## config.mk

```make
export PLATFORM = sky130hd
export DESIGN_NAME = uart_ctl_regs
export DESIGN_NICKNAME = d
export VERILOG_FILES = /design/src/rtl/uart_ctl_pkg.sv /design/src/rtl/uart_cmd_decode.sv /design/src/rtl/uart_tx_hold.sv /design/src/rtl/uart_irq_gen.sv /design/src/rtl/uart_ctl_regs.sv
export SDC_FILE = /design/constraint.sdc
export NUM_CORES = 1
export LEC_CHECK = 0
export BUFFER_PORTS_ARGS = -buffer_cell sky130_fd_sc_hd__buf_2
export CAP_MARGIN = 20
export CORE_MARGIN = 1
export CORE_UTILIZATION = 29
export CTS_CLUSTER_SIZE = 20
export DETAILED_ROUTE_END_ITERATION = 16
export GPL_ROUTABILITY_DRIVEN = 0
export PLACE_DENSITY = 0.62
export SLEW_MARGIN = 5
export SYNTH_ARGS = -nofsm -noshare
export SYNTH_HDL_FRONTEND = slang
export SYNTH_SLANG_ARGS = --single-unit
```

## constraint.sdc

```tcl
create_clock -name clk -period 1.51 [get_ports clk]
set_clock_uncertainty 0.1 [all_clocks]
set_input_delay 0.2265 -clock clk [delete_from_list [all_inputs] [get_ports clk]]
set_output_delay 0.2265 -clock clk [all_outputs]
set_load 0.02 [all_outputs]
```

## src/rtl/uart_ctl_pkg.sv

```systemverilog
package uart_ctl_pkg;

    localparam int DATA_W = 8;
    localparam int ADDR_W = 6;
    localparam int ERR_W  = DATA_W - 4;

    localparam logic [ADDR_W-1:0] A_MODE = 6'h00;
    localparam logic [ADDR_W-1:0] A_STAT = 6'h04;
    localparam logic [ADDR_W-1:0] A_CMD  = 6'h08;
    localparam logic [ADDR_W-1:0] A_DATA = 6'h0C;
    localparam logic [ADDR_W-1:0] A_ISR  = 6'h14;
    localparam logic [ADDR_W-1:0] A_DIV1 = 6'h18;
    localparam logic [ADDR_W-1:0] A_DIV2 = 6'h1C;

    // Misc sub-command in command bits [6:4]
    typedef enum logic [2:0] {
        MISC_NOP     = 3'd0,
        MISC_PTR_CLR = 3'd1,
        MISC_RX_RST  = 3'd2,
        MISC_TX_RST  = 3'd3,
        MISC_ERR_CLR = 3'd4,
        MISC_BRK_ACK = 3'd5,
        MISC_BRK_ON  = 3'd6,
        MISC_BRK_OFF = 3'd7
    } misc_e;

    // Decoded command actions, each already qualified by the write strobe
    typedef struct packed {
        logic ptr_clr;
        logic rx_rst;
        logic tx_rst;
        logic brk_ack;
        logic tx_on;
        logic tx_off;
        logic rx_on;
        logic rx_off;
    } cmd_t;

    typedef struct packed {
        logic [DATA_W-1:0] mode1;
        logic [DATA_W-1:0] mode2;
        logic              ptr;
        logic [DATA_W-1:0] imr;
        logic              tx_en;
        logic              rx_en;
        logic              brk;
    } regs_t;

    typedef struct packed {
        logic [DATA_W-1:0] data;
        logic              empty;
    } hold_t;

endpackage

```

## src/rtl/uart_cmd_decode.sv

```systemverilog
module uart_cmd_decode
    import uart_ctl_pkg::*;
(
    input  logic              strobe,
    input  logic [DATA_W-1:0] cmd_byte,
    output cmd_t              cmd
);

    misc_e      misc;
    logic [1:0] tx_fld;
    logic [1:0] rx_fld;

    always_comb begin
        misc   = misc_e'(cmd_byte[6:4]);
        tx_fld = cmd_byte[3:2];
        rx_fld = cmd_byte[1:0];
        cmd    = '0;
        if (strobe) begin
            case (misc)
                MISC_PTR_CLR: cmd.ptr_clr = 1'b1;
                MISC_RX_RST:  cmd.rx_rst  = 1'b1;
                MISC_TX_RST:  cmd.tx_rst  = 1'b1;
                MISC_BRK_ACK: cmd.brk_ack = 1'b1;
                default:      ;
            endcase
            // value 3 in either field is reserved: no action
            cmd.tx_on  = (tx_fld == 2'd1);
            cmd.tx_off = (tx_fld == 2'd2);
            cmd.rx_on  = (rx_fld == 2'd1);
            cmd.rx_off = (rx_fld == 2'd2);
        end
    end

endmodule

```

## src/rtl/uart_tx_hold.sv

```systemverilog
module uart_tx_hold
    import uart_ctl_pkg::*;
(
    input  logic              clk,
    input  logic              rst_n,
    input  logic              tx_en,
    input  logic              load,
    input  logic [DATA_W-1:0] load_data,
    input  logic              drop,
    input  logic              tx_ready,
    output logic              tx_valid,
    output logic [DATA_W-1:0] tx_data,
    output logic              empty
);

    hold_t hold_d, hold_q;

    assign tx_valid = tx_en && !hold_q.empty;
    assign tx_data  = hold_q.data;
    assign empty    = hold_q.empty;

    always_comb begin
        hold_d = hold_q;
        if (tx_valid && tx_ready) hold_d.empty = 1'b1;
        if (drop)                 hold_d.empty = 1'b1;
        // a new byte overrides a completing handshake on the old one
        if (load) begin
            hold_d.data  = load_data;
            hold_d.empty = 1'b0;
        end
    end

    always_ff @(posedge clk) begin
        if (!rst_n) begin
            hold_q.data  <= '0;
            hold_q.empty <= 1'b1;
        end else begin
            hold_q <= hold_d;
        end
    end

endmodule

```

## src/rtl/uart_irq_gen.sv

```systemverilog
module uart_irq_gen
    import uart_ctl_pkg::*;
(
    input  logic              tx_en,
    input  logic              rx_ready,
    input  logic              rx_full,
    input  logic              sel_full,
    input  logic              brk,
    input  logic [DATA_W-1:0] imr,
    output logic [DATA_W-1:0] isr,
    output logic              irq
);

    always_comb begin
        isr    = '0;
        isr[0] = tx_en;
        isr[1] = sel_full ? rx_full : rx_ready;
        isr[2] = brk;
        irq    = |(isr & imr);
    end

endmodule

```

## src/rtl/uart_ctl_regs.sv

```systemverilog
module uart_ctl_regs
    import uart_ctl_pkg::*;
#(
    parameter logic [DATA_W-1:0] BAUD_DIV_HI = 8'h00,
    parameter logic [DATA_W-1:0] BAUD_DIV_LO = 8'h1A,
    parameter int                RX_SEL_BIT  = 6
) (
    input  logic              clk,
    input  logic              rst_n,
    input  logic              bus_wr,
    input  logic              bus_rd,
    input  logic [ADDR_W-1:0] bus_addr,
    input  logic [DATA_W-1:0] bus_wdata,
    output logic [DATA_W-1:0] bus_rdata,
    output logic              tx_valid,
    output logic [DATA_W-1:0] tx_data,
    input  logic              tx_ready,
    input  logic              rx_ready,
    input  logic              rx_full,
    input  logic [ERR_W-1:0]  rx_err,
    input  logic [DATA_W-1:0] rx_data,
    input  logic              brk_evt,
    output logic              rx_en,
    output logic              rx_pop,
    output logic              rx_flush,
    output logic              irq
);

    regs_t             q, d;
    cmd_t              cmd;
    logic              wr_mode, wr_cmd, wr_data, wr_mask, rd_data;
    logic              tx_empty;
    logic [DATA_W-1:0] status;
    logic [DATA_W-1:0] isr;

    assign wr_mode = bus_wr && (bus_addr == A_MODE);
    assign wr_cmd  = bus_wr && (bus_addr == A_CMD);
    assign wr_data = bus_wr && (bus_addr == A_DATA);
    assign wr_mask = bus_wr && (bus_addr == A_ISR);
    assign rd_data = bus_rd && (bus_addr == A_DATA);

    uart_cmd_decode u_dec (
        .strobe   (wr_cmd),
        .cmd_byte (bus_wdata),
        .cmd      (cmd)
    );

    uart_tx_hold u_hold (
        .clk       (clk),
        .rst_n     (rst_n),
        .tx_en     (q.tx_en),
        .load      (wr_data),
        .load_data (bus_wdata),
        .drop      (cmd.tx_rst),
        .tx_ready  (tx_ready),
        .tx_valid  (tx_valid),
        .tx_data   (tx_data),
        .empty     (tx_empty)
    );

    uart_irq_gen u_irq (
        .tx_en    (q.tx_en),
        .rx_ready (rx_ready),
        .rx_full  (rx_full),
        .sel_full (q.mode1[RX_SEL_BIT]),
        .brk      (q.brk),
        .imr      (q.imr),
        .isr      (isr),
        .irq      (irq)
    );

    assign status   = {rx_err, tx_empty, q.tx_en, rx_full, rx_ready};
    assign rx_en    = q.rx_en;
    assign rx_pop   = rd_data && rx_ready;
    assign rx_flush = cmd.rx_rst;

    // next-state computation
    always_comb begin
        d = q;
        if (wr_mode) begin
            if (q.ptr) d.mode2 = bus_wdata;
            else       d.mode1 = bus_wdata;
            d.ptr = 1'b1;
        end
        // misc field first, then enable fields override it
        if (cmd.ptr_clr) d.ptr   = 1'b0;
        if (cmd.rx_rst)  d.rx_en = 1'b0;
        if (cmd.tx_rst)  d.tx_en = 1'b0;
        if (cmd.brk_ack) d.brk   = 1'b0;
        if (cmd.tx_on)   d.tx_en = 1'b1;
        if (cmd.tx_off)  d.tx_en = 1'b0;
        if (cmd.rx_on)   d.rx_en = 1'b1;
        if (cmd.rx_off)  d.rx_en = 1'b0;
        if (brk_evt)     d.brk   = 1'b1;
        if (wr_mask)     d.imr   = bus_wdata;
    end

    always_ff @(posedge clk) begin
        if (!rst_n) begin
            q <= '0;
        end else begin
            q <= d;
        end
    end

    // read mux
    always_comb begin
        case (bus_addr)
            A_MODE:  bus_rdata = q.ptr ? q.mode2 : q.mode1;
            A_STAT:  bus_rdata = status;
            A_DATA:  bus_rdata = rx_ready ? rx_data : '0;
            A_ISR:   bus_rdata = isr;
            A_DIV1:  bus_rdata = BAUD_DIV_HI;
            A_DIV2:  bus_rdata = BAUD_DIV_LO;
            default: bus_rdata = '0;
        endcase
    end

endmodule

```

==> out/results.ini, run 1 <==
[die]
start_util = 0.3006
die_w_microns = 77.32
rows = 27
die_h_microns = 77.32
core_area_sq_mm = 0.005473
ios = 55
dieArea_sq_mm = 0.005978

[placement]
dp_cells = 335
place.port_buffers = 54
place_hpwl_microns = 3517
dpl-instance-area_sq_mm = 0.002201
place_ws_ns = -0.2615

[layout]
final_common_cell = buf_2
drive_gt1_frac = 0.4128
mostFrequentLayoutCells = buf_2, buf_4, dfxtp_1
stdcell_count = 353
seq_area_sq_um = 645.6
fin_nets = 314
fillCellCount = 534
n_antenna_cell = 0
multi_input_area_sq_mm = 0.001039
area_growth_pct = 56.20
fin_area_sq_mm = 0.002570
fin_util = 0.4696

[routing]
wl_met3_microns = 328
ant_nets = 0
dr.pass1.iters = 4
via_count = 1783
route.detailed.drc = 0
vias_per_cell = 5.051
met2_length_microns = 2406
postRouteWirelength_microns = 5064
wl_met1_microns = 2252
drt_first_iter_violations = 103
highest-signal-layer = met4
routedWlPerCell_microns = 14.35

[outcome]
outcome = finished with violations
violations = setup timing

[synth]
yosys_warnings = 0
ys_top_cells_by_area = dfxtp_1, mux2i_1, nand3_1
synth-edff-count = 0
synthFlopType = dfxtp_1
syn_inst = 196
synth_fp_nets = 230
synth_area_leader_cell = dfxtp_1
ys_seq_area_frac = 0.3894
ys_async_sr_fraction = 0
synth_top_area_share = 0.3894
post_synth.cell_area_avg_sq_um = 8.395
syn_area_sq_mm = 0.001645
ys_types = 31
ys_seq_elements = 32

[global_routing]
overflow = 0
grt_pass1_wl_microns = 8321
grt_pass1_vias = 1691
grt.total_usage = 0.1764
antenna_found_initial = 0
grt_max_degree = 33

[sta]
rsz0062_at_grt = yes
drv_slew = 0
finalCritPeriodShare = 1.196
hold_viol_final = 0
tightest_slew_ns = 0.3863
slew_headroom = 0.7425
layout_setup_ws_ns = -0.2961
fmax_mhz = 553.7
min_period_ns = 1.806
setup_viol = 12

[clocking]
htreeDepth = 2
cts_root_buffer = clkbuf_8
clkLatencyLatePin_ns = 0.29
cts_hold_buf = 0
cts_sinks = 32
cts-buffers-inserted = 5
clockBufferDepth = 2
cts_tree = yes
clk_pin_slew_ns = 0.07

[power_and_ir_drop]
power_leakage_nw = 1.153
ir_worst_vdd_v = 0.0003097
p_per_area_mw_per_mm2 = 694.7
finalPower_w = 0.001785

[run]
drv_cap = 0

[worst_setup_path]
start_kind = flop
crit_type = reg2out
critPathMaxStageDelay_ns = 0.34
crit_required_ns = 1.18
cp.arrival_ns = 1.48
cp_max_fo = 2
cp-end-kind = primary output
cpMaxStageDelayCell = dfxtp_2
path_cells = mux2_4, a222oi_1, inv_1, buf_6

[worst_hold_path]
hold_path.class = in2reg

==> worst paths after layout <==
path / from / to / slack [ns] / cells after the start
worst min register to register: q[15] / q[15] / 0.36 / 2
worst min-delay path: brk_evt / q[0] / 0.11 / 3
worst max register to register: q[11] / q[22] / 0.27 / 4
worst max-delay path: q[26] / irq / -0.30 / 4
==> worst max-delay path: cells and delay by family (launching register included) <==
kind / cells / cell delay [ns]
flops: 1 / 0.34
buf+inv: 2 / 0.24
compound gates: 1 / 0.29
mux: 1 / 0.31
==> state kept, by name, indices dropped and copies added, names as in the netlist <==
name            flops
u_hold.empty        1
rx_en               1
u_hold.tx_data      8
q                  22
==> final cells by class <==
class | count | area share
repair buffers | 90 | 0.2644
inverters | 7 | 0.01022
multi-input cells | 144 | 0.4041
clock buffers | 8 | 0.03505
flip-flops and latches | 32 | 0.2512
well taps | 72 | 0.03505
==> synth_stat cells, types with 6 or more instances <==
cell type	instances
dfxtp_1	32
nand2_1	28
nand3_1	27
mux2i_1	25
clkbuf_1	11
o21ai_0	10
a21oi_1	9
o211ai_1	9
inv_1	6
==> per-stage QoR <==
stage          hold WS [ns]  TNS (ns)
6_report             0.1051    -2.173
5_1_grt              0.1055    -3.142
4_1_cts             0.09952    -2.120
3_5_place_dp         0.3545    -5.602
3_3_place_gp         0.3420    -4.767
2_1_floorplan        0.2278  -0.08648
==> logic make-up (layout without fill, tap and decap cells) <==
logic type / count (synthesis) / count (layout) / share of synthesized area
buffers and inverters: 20 / 105 / 0.04715
AO/OA/AOI/OAI: 39 / 39 / 0.1529
multiplexers: 28 / 28 / 0.1726
AND/OR/NAND/NOR: 77 / 77 / 0.2380
flip-flops: 32 / 32 / 0.3894
==> metal layers <==
| layer | vias to the layer above | track usage |
|---|---|---|
| li1 | 890 | - |
| met1 | 822 | 0.2266 |
| met2 | 64 | 0.2920 |
| met3 | 7 | 0.03333 |
| met4 | 0 | 0.06226 |
| met5 | - | 0 |
==> report_power, final <==
group          switching [W]  internal, W  leakage, nW  total, W
Combinational       0.000128     0.000112        0.848  0.000239
Sequential        0.00000396     0.000847        0.259  0.000851
Clock               0.000323     0.000372       0.0455  0.000695
==> repair_timing <==
item	in CTS	in global routing
pin swaps	14	7
setup endpoints to repair	11	16
setup buffers	7	2
hold endpoints to repair	0	0
cloned	2	1
resized for setup	35	10
(Power assumes the default switching activity.)
==> run 2: changes to the inputs <==
- RECOVER_POWER: default -> 25
==> run 2 against run 1 <==
Net effect:
- the flow still finishes with violations (setup timing)
- register-to-register slack is essentially flat
- power is essentially flat
- highest routed layer unchanged
- utilization shrank 0.16 points
- first-iteration DRC count grew 12%
- die area is the same
- routed wire length grew 0.32%
- cell area shrank 0.34%
- non-clock buffer count is the same
- clock power is essentially flat
- combinational power is essentially flat
- setup slack lost 0.026 ns
==> out/results.ini, run 2 (synthesis gave the netlist of run 1 again) <==
[layout]
final_common_cell = buf_2
fin_nets = 314
area_growth_pct = 55.67
top_register = q
mostFrequentLayoutCells = buf_2, buf_4, dfxtp_1
multi_input_area_sq_mm = 0.001039
n_antenna_cell = 0
fin_area_sq_mm = 0.002561
fillCellCount = 539
largest_reg_flops = 22
drive_gt1_frac = 0.3879
seq_area_sq_um = 645.6

[clocking]
cts_root_buffer = clkbuf_8
clk_pin_slew_ns = 0.07
clkLatencyLatePin_ns = 0.29
cts_tree = yes
cts-buffers-inserted = 5
htreeDepth = 2
cts_sinks = 32
clockBufferDepth = 2

[sta]
rsz0062_at_grt = yes
finalCritPeriodShare = 1.213
min_period_ns = 1.832
setup_viol = 12
tightest_slew_ns = 0.3896
fmax_mhz = 545.8
layout_setup_ws_ns = -0.3221
hold_viol_final = 0
drv_slew = 0
slew_headroom = 0.7403

[global_routing]
grt_pass1_vias = 1691
antenna_found_initial = 0
grt_pass1_wl_microns = 8321
overflow = 0
grt.total_usage = 0.1764
grt_max_degree = 33

[routing]
ant_nets = 0
routedWlPerCell_microns = 14.39
route.detailed.drc = 0
drt_first_iter_violations = 115
postRouteWirelength_microns = 5080
vias_per_cell = 5.102
via_count = 1801
dr.pass1.iters = 4

[worst_setup_path]
crit_start = q[26]
start_kind = flop
reg2reg_from = q[11]
path_cells = mux2_4, a222oi_1, inv_1, buf_6
cp-end-kind = primary output
cp_max_fo = 2
cp.arrival_ns = 1.51
crit_type = reg2out
critPathMaxStageDelay_ns = 0.34
cpMaxStageDelayCell = dfxtp_2
crit_required_ns = 1.18

[worst_hold_path]
min-delay-start = brk_evt
hold_path.class = in2reg

[power_and_ir_drop]
ir_worst_vdd_v = 0.0003088
p_per_area_mw_per_mm2 = 697.7
power_leakage_nw = 1.122

[run]
drv_cap = 0

[placement]
place_ws_ns = -0.2615
dpl-instance-area_sq_mm = 0.002201
place.port_buffers = 54
place_hpwl_microns = 3517

[die]
start_util = 0.3006
ios = 55
dieArea_sq_mm = 0.005978
die_w_microns = 77.32
rows = 27
core_area_sq_mm = 0.005473
die_h_microns = 77.32

[outcome]
violations = setup timing
outcome = finished with violations

run 2: cell types whose count changed in the layout (fill, tap and decap cells not counted), sizes merged:
| cell | before | now |
|---|---|---|
| buf | 89 | 82 |
| clkbuf | 9 | 16 |
run 2: per-layer routing:
metal	vias up	track usage	share of wire
met4	0	0.06226	0.016
met3	9	0.03333	0.057
met5	-	0	0
li1	889	-	-
met1	842	0.2266	0.45
met2	61	0.2920	0.48
run 2: worst max-delay path: cells and delay by family, from the launching register on:
kind                   cells  cell delay (ns)
muxes                      1             0.31
AOI/OAI and AO/OA          1             0.29
DFF                        1             0.34
buffers and inverters      2             0.27
run 2: cell type report:
cell class	instances	area share
tap	72	0.03517
clock buffer	8	0.03517
timing repair buffer	90	0.2618
sequential	32	0.2521
multi-input combinational	144	0.4055
inverter	7	0.01026
run 2: path summary, 6_finish.rpt:
| path | to | slack (ns) | cells past startpoint |
|---|---|---|---|
| hold / removal | q[0] | 0.10 | 3 |
| setup reg to reg | q[22] | 0.27 | 4 |
| hold reg to reg | q[15] | 0.36 | 2 |
| setup / recovery | irq | -0.32 | 4 |
run 2: metrics by stage:
stage / total power (W) / cells / hold slack [ns] / utilization / TNS, ns
floorplan: 0.0009523 / 196 / 0.2278 / - / -0.08648
global placement: 0.001069 / 335 / 0.3420 / 0.4021 / -4.767
detailed placement: 0.001070 / 335 / 0.3545 / 0.4021 / -5.602
CTS: 0.001791 / 352 / 0.09952 / 0.4616 / -2.120
global route: 0.001856 / 353 / 0.1055 / 0.4680 / -3.142
finish: 0.001787 / 353 / 0.1041 / 0.4680 / -2.202
run 2: report_power, final:
| part | leakage, nW | total (W) | internal (W) | switching (W) |
|---|---|---|---|---|
| logic | 0.817 | 0.000240 | 0.000111 | 0.000129 |
| registers | 0.259 | 0.000851 | 0.000847 | 0.00000398 |
| clock network | 0.0455 | 0.000696 | 0.000372 | 0.000324 |
run 2: repair_timing:
action                     4_1_cts  5_1_grt
gates cloned                     2        1
hold buffers                     0        0
pin swaps                       14        7
setup endpoints to repair       11       16
gates resized for setup         35       10
setup buffers                    7        2
